<file path="src/rtl/qh_sequencer.sv">
module qh_sequencer #(
  parameter int AW = 16
) (
  input  logic          clk,
  input  logic          rst_n,
  input  logic          sched_en,
  input  logic [AW-1:0] head_ptr,
  output logic          mem_req,
  output logic          mem_we,
  output logic [AW-1:0] mem_addr,
  output logic [31:0]   mem_wdata,
  input  logic [31:0]   mem_rdata,
  input  logic          mem_ack,
  output logic          txn_req,
  output logic [31:0]   txn_ep,
  output logic [14:0]   txn_len,
  input  logic          txn_done,
  input  logic [14:0]   txn_moved,
  input  logic [2:0]    txn_err
);
  typedef enum logic [3:0] {
    S_IDLE, S_RD, S_DEC, S_TXN, S_WQTD, S_WTOK, S_F0, S_F1, S_WCUR, S_WNXT, S_NEXT
  } state_t;

  state_t        state;
  logic [2:0]    idx;
  logic [AW-1:0] qh, link, cur, nxt, nn;
  logic [31:0]   ep, tok;
  localparam logic [AW-1:0] MASK = ~AW'(1);

  logic [1:0]  cerr, cerr_n;
  logic [14:0] rem;
  logic        xe, be, bb, hlt, fin;
  logic [31:0] tok_n;

  assign cerr   = tok[11:10];
  assign {bb, be, xe} = txn_err;
  assign cerr_n = (xe && cerr != 2'd0) ? cerr - 2'd1 : cerr;
  assign hlt    = bb | (xe && cerr == 2'd1);
  assign rem    = tok[30:16] - txn_moved;
  assign fin    = (rem == 15'd0);
  assign tok_n  = {1'b0, rem, 4'b0, cerr_n, 2'b0,
                   ~(hlt | fin) & tok[7], tok[6] | hlt, tok[5] | be,
                   tok[4] | bb, tok[3] | xe, tok[2:0]};

  assign txn_req = (state == S_TXN);
  assign txn_ep  = ep;
  assign txn_len = tok[30:16];
  assign mem_req = state inside {S_RD, S_WQTD, S_WTOK, S_F0, S_F1, S_WCUR, S_WNXT};
  assign mem_we  = state inside {S_WQTD, S_WTOK, S_WCUR, S_WNXT};

  always_comb begin
    mem_addr  = qh + AW'(idx);
    mem_wdata = tok;
    case (state)
      S_WQTD: mem_addr = cur + AW'(1);
      S_WTOK: mem_addr = qh + AW'(4);
      S_F0:   mem_addr = nxt & MASK;
      S_F1:   mem_addr = (nxt & MASK) + AW'(1);
      S_WCUR: begin mem_addr = qh + AW'(2); mem_wdata = 32'(cur); end
      S_WNXT: begin mem_addr = qh + AW'(3); mem_wdata = 32'(nxt); end
      default: ;
    endcase
  end

  always_ff @(posedge clk) begin
    if (!rst_n) begin
      state <= S_IDLE;
      idx <= '0; qh <= '0; link <= '0; cur <= '0; nxt <= '0; nn <= '0;
      ep <= '0; tok <= '0;
    end else begin
      case (state)
        S_IDLE: if (sched_en) begin qh <= head_ptr & MASK; idx <= '0; state <= S_RD; end
        S_RD: if (mem_ack) begin
          case (idx)
            3'd0: link <= mem_rdata[AW-1:0];
            3'd1: ep   <= mem_rdata;
            3'd2: cur  <= mem_rdata[AW-1:0] & MASK;
            3'd3: nxt  <= mem_rdata[AW-1:0];
            default: tok <= mem_rdata;
          endcase
          if (idx == 3'd4) state <= S_DEC;
          else idx <= idx + 3'd1;
        end
        S_DEC:
          if (tok[6])      state <= S_NEXT;
          else if (tok[7]) state <= S_TXN;
          else if (nxt[0]) state <= S_NEXT;
          else             state <= S_F0;
        S_TXN: if (txn_done) begin
          tok   <= tok_n;
          state <= tok_n[7] ? S_WTOK : S_WQTD;
        end
        S_WQTD: if (mem_ack) state <= S_WTOK;
        S_WTOK: if (mem_ack) state <= S_NEXT;
        S_F0:   if (mem_ack) begin nn <= mem_rdata[AW-1:0]; state <= S_F1; end
        S_F1:   if (mem_ack) begin
          tok <= mem_rdata; cur <= nxt & MASK; nxt <= nn; state <= S_WCUR;
        end
        S_WCUR: if (mem_ack) state <= S_WNXT;
        S_WNXT: if (mem_ack) state <= S_WTOK;
        S_NEXT: begin
          qh <= link & MASK; idx <= '0;
          state <= sched_en ? S_RD : S_IDLE;
        end
        default: state <= S_IDLE;
      endcase
    end
  end

  assert_mem_hold_R1: assert property (@(posedge clk) disable iff (!rst_n)
    mem_req && !mem_ack |=> mem_req && $stable(mem_addr) && $stable(mem_we));
  assert_txn_hold_R2: assert property (@(posedge clk) disable iff (!rst_n)
    txn_req && !txn_done |=> txn_req && $stable(txn_len));
  assert_port_excl_R2: assert property (@(posedge clk) disable iff (!rst_n)
    !(txn_req && mem_req));
  assert_halt_no_txn_R6: assert property (@(posedge clk) disable iff (!rst_n)
    $rose(txn_req) |-> tok[7] && !tok[6]);
  assert_retire_only_R5: assert property (@(posedge clk) disable iff (!rst_n)
    mem_req && mem_we && mem_addr == cur + AW'(1) |-> !tok[7]);
  assert_reset_quiet_R10: assert property (@(posedge clk)
    !rst_n |=> !mem_req && !txn_req);
endmodule

</file>
<file path="config.mk">
export PLATFORM = sky130hd
export DESIGN_NAME = qh_sequencer
export DESIGN_NICKNAME = d
export VERILOG_FILES = /design/src/rtl/qh_sequencer.sv
export SDC_FILE = /design/constraint.sdc
export NUM_CORES = 1
export LEC_CHECK = 0
export ABC_AREA = 1
export CAP_MARGIN = 5
export CELL_PAD_IN_SITES_DETAIL_PLACEMENT = 2
export CELL_PAD_IN_SITES_GLOBAL_PLACEMENT = 2
export CORE_MARGIN = 1
export CORE_UTILIZATION = 28
export CTS_CLUSTER_SIZE = 8
export DETAILED_ROUTE_END_ITERATION = 6
export PLACE_DENSITY = 0.86
export RECOVER_POWER = 50
export SLEW_MARGIN = 20
export SYNTH_ARGS = -nofsm -noshare
export SYNTH_HDL_FRONTEND = slang
export SYNTH_SLANG_ARGS = --single-unit
</file>
<file path="constraint.sdc">
create_clock -name clk -period 3.9 [get_ports clk]
set_clock_uncertainty 0.05 [all_clocks]
set_input_delay 0.78 -clock clk [delete_from_list [all_inputs] [get_ports clk]]
set_output_delay 0.78 -clock clk [all_outputs]
set_load 0.02 [all_outputs]
</file>
==> results.txt <==
----------------------------------------------------
[CTS]
  Depth of the CTS H-tree ... 4
  Number of buffers created by CTS ... 17
  Clock transition at path regs ... 0.07 ns
  Clock sink count ... 148
  Max Root-Sink Buffers ... 2
  Cell chosen for the clock root ... sky130_fd_sc_hd__clkbuf_16
  Clock tree from TritonCTS ... done
  Clk_lat worst skew ... 0.44 ns

[Global route]
  Global-route usage over all layers ... 26.3%
  Global-route wire length before repair ... 62000 um
  Overflow left after global routing ... 0
  Initial antenna violation count ... 2
  Pin count of the biggest net entering global routing ... 72
  Number of global-route vias before repair ... 10500

[Timing]
  RSZ-0062 raised after global routing ... no
  Clock period minus final worst setup slack ... 3.68 ns
  Fin. max-slew vios ... 42
  Post-Route Hold Slack ... 0.425 ns
  Number of hold violations in the final report ... 0
  Tightest Pin Transition ... 1.74 ns
  Total setup violations reported at the end of the flow ... 0
  Share of the clock period used by the worst path after layout ... 94.4%
  Headroom to the max-slew limit ... -15.8%
  Fin Setup TNS ... 0 ns
  Max frequency ... 272 MHz
  Post-layout worst setup margin ... 0.219 ns

[Drt]
  Post-detailed-route via-to-cell ratio ... 5.36
  Routed length on met2 ... 18800 um
  Wire length the detailed router placed on met1 ... 17300 um
  Highest metal layer with signal wires ... met4
  Met3 wirelength from detailed routing ... 2060 um
  Detailed-route via count ... 9601
  TritonRoute pass-1 iters ... 5
  Drt drc ... 0
  Average wire per cell in the routed design ... 22.0 um
  Antenna Nets Post-Route ... 0
  Violation count after the first detailed-route iteration ... 557
  Final Routed Wirelength ... 39300 um

[Run status]
  Violations in the final reports ... capacitance limit, slew limit
  Outcome ... finished with violations

[Power]
  Static Leakage ... 4.65 nW
  Power density of the placed cells ... 573 nW/um2
  Power consumption ... 6.23 mW
  Highest ir drop seen on vdd ... 0.000290 V

[Critical path]
  Category of the worst setup path launch point ... register
  Data arrival time of the critical path ... 2.85 ns
  Worst Setup End Kind ... output pin
  CP max FO ... 5
  Worst EP required ... 3.07 ns
  Worst setup path category ... register to output pin
  FF-to-FF setup slack ... 0.47 ns

[Cells and area]
  Number of nets in the layout ... 1489
  Final instance area ... 10900 um2
  Layout-stage area growth over the synthesis result ... 29.9%
  Fraction of layout cells with a size suffix above 1 ... 6.13%
  Final-layout fill cell count ... 3478

[Yosys]
  Yosys reg bits ... 148
  Distinct cell type count of the synthesized netlist ... 44
  Combinational family with the most area after synthesis ... simple AND/OR/NAND/NOR gates
  Ranking of synthesized cells by instance count ... sky130_fd_sc_hd__nand2_1, sky130_fd_sc_hd__dfxtp_1, sky130_fd_sc_hd__o21ai_0, sky130_fd_sc_hd__nor2_1, sky130_fd_sc_hd__inv_1
  Share of synthesized cell area in and, or, nand and nor gates ... 24.8%
  Share of synthesized registers carrying an async set or reset ... 0%
  Most frequently used cell type in the post-synthesis netlist ... sky130_fd_sc_hd__nand2_1
  Share of Yosys cell area claimed by the top area cell type ... 35.4%
  Synthesized instance count ... 1258
  Most area-consuming cells after synthesis ... sky130_fd_sc_hd__dfxtp_1, sky130_fd_sc_hd__nand2_1, sky130_fd_sc_hd__o21ai_0
  Commonest register cell after synthesis ... sky130_fd_sc_hd__dfxtp_1
  Yosys warning total ... 0
  Xor-xnor portion of the synthesized cell area ... 1.36%
  Mux share of post-synthesis cell area ... 0%
  Synth Area in Compound Gates ... 23.6%
  Largest area contributor in the netlist ... sky130_fd_sc_hd__dfxtp_1
  Nets in the synthesized netlist ... 1355
  Number of enable-type register cells in the synthesized netlist ... 0
  Netlist Area Pre-Place ... 8370 um2
  Register area share after synthesis ... 35.4%
  Post-synthesis adder-cell area fraction ... 4.07%
  Post-Synthesis Mean Instance Area ... 6.65 um2

[Floorplan]
  Effective utilization at floorplan ... 28.8%
  Chip Width ... 175 um
  Total core area ... 29100 um2
  Floorplan row count ... 62
  Die Y ... 175 um
  Full die area ... 30600 um2
  I/O pins ... 169

[Placement]
  RePlAce Congestion ... 0.890
  Sum of net half-perimeters after detailed placement ... 28100 um
  Worst slack after detailed placement ... 0.0455 ns
  Count of buffers from port buffering ... 167
  Placed cell areas ... 10300 um2

[Run]
  Number of maximum-capacitance violations ... 1

[Worst hold path]
  Worst Hold Class ... register to register

----------------------------------------------------
## logic make-up (layout without fill, tap and decap cells)
group / after synthesis / in the layout
adders and majority gates: 26 / 26
AOI/OAI and AO/OA: 344 / 344
xor gates and xnor gates: 13 / 13
DFF: 148 / 148
other: 0 / 2
and+or+nand+nor: 506 / 506
buffers and inverters: 221 / 367
## stage by stage
stage                     instances  utilization [%]
final                          1790             37.4
after global routing           1790             37.4
after CTS                      1788             37.4
after detailed placement       1757             35.5
after global placement         1757             35.5
after floorplan                1258                -
## path summary, 6_finish.rpt
check / start / endpoint / cells after the start
setup / recovery: state[2] / mem_addr[11] / 11
hold / removal: nn[6] / nn[6] / 2
hold reg to reg: nn[6] / nn[6] / 2
setup reg to reg: state[0] / tok[13] / 9
## power breakdown
group          leakage (nW)  switching (mW)  internal, mW  total, mW
logic                  3.18            1.69         0.935       2.62
registers              1.20           0.257          1.72       1.98
clock network         0.276           0.717         0.910       1.63
total                  4.65            2.66          3.57       6.23
## cells in the final DEF, fill, tap and decap left out, types with 8 or more instances in the layout
master,instances
sky130_fd_sc_hd__a31oi_1,48
sky130_fd_sc_hd__clkdlybuf4s50_1,106
sky130_fd_sc_hd__dfxtp_1,147
sky130_fd_sc_hd__nor3_1,9
sky130_fd_sc_hd__dlygate4sd3_1,48
sky130_fd_sc_hd__buf_4,19
sky130_fd_sc_hd__nand2_1,281
sky130_fd_sc_hd__a21oi_1,90
sky130_fd_sc_hd__xor2_1,8
sky130_fd_sc_hd__inv_1,137
sky130_fd_sc_hd__clkbuf_16,17
sky130_fd_sc_hd__nand3_1,53
sky130_fd_sc_hd__ha_1,24
sky130_fd_sc_hd__o211ai_1,19
sky130_fd_sc_hd__inv_2,10
sky130_fd_sc_hd__nor2_1,138
sky130_fd_sc_hd__o21ai_0,144
## flip-flops by register name, summed over array words and instances, names as in the netlist
| name | cells |
|---|---|
| nxt | 16 |
| tok | 32 |
| txn_ep | 32 |
| cur | 15 |
| state | 4 |
| link | 15 |
| qh | 15 |
| nn | 16 |
| idx | 3 |
## final cells by class
cell class | count | area, um2 | area share, %
Multi-Input combinational cell | 889 | 4510 | 41.5
Sequential cell | 148 | 2960 | 27.3
Timing Repair Buffer | 189 | 1810 | 16.6
Inverter | 147 | 552 | 5.08
Tap cell | 384 | 480 | 4.42
Clock buffer | 20 | 457 | 4.20
Clock inverter | 11 | 101 | 0.932
Antenna cell | 2 | 5.00 | 0.0460
## per-layer routing
layer  up-vias  GRT usage, %
met5         -             0
met4         0          9.53
met3        82          5.05
met2       290          44.2
met1      4789          33.4
li1       4440             -
## critical path, cell delays in order, from the launching register on
cell                            delay, ns
sky130_fd_sc_hd__dfxtp_1             0.42
sky130_fd_sc_hd__nor2_1              0.09
sky130_fd_sc_hd__nand2_1             0.12
sky130_fd_sc_hd__nand2_1             0.08
sky130_fd_sc_hd__ha_1                0.22
sky130_fd_sc_hd__fa_1                0.40
sky130_fd_sc_hd__inv_1               0.15
sky130_fd_sc_hd__buf_4               0.14
sky130_fd_sc_hd__nor2_1              0.05
sky130_fd_sc_hd__xnor2_1             0.13
sky130_fd_sc_hd__o211ai_1            0.25
sky130_fd_sc_hd__dlygate4sd2_1       0.37
## repair_timing
item / in CTS / in global routing
setup buffers: 0 / 0
gates cloned: 0 / 0
gates resized for setup: 13 / 15
hold buffers: 0 / 0
setup endpoints to repair: 12 / 9
Note: power is estimated with default switching activity, not from simulation.
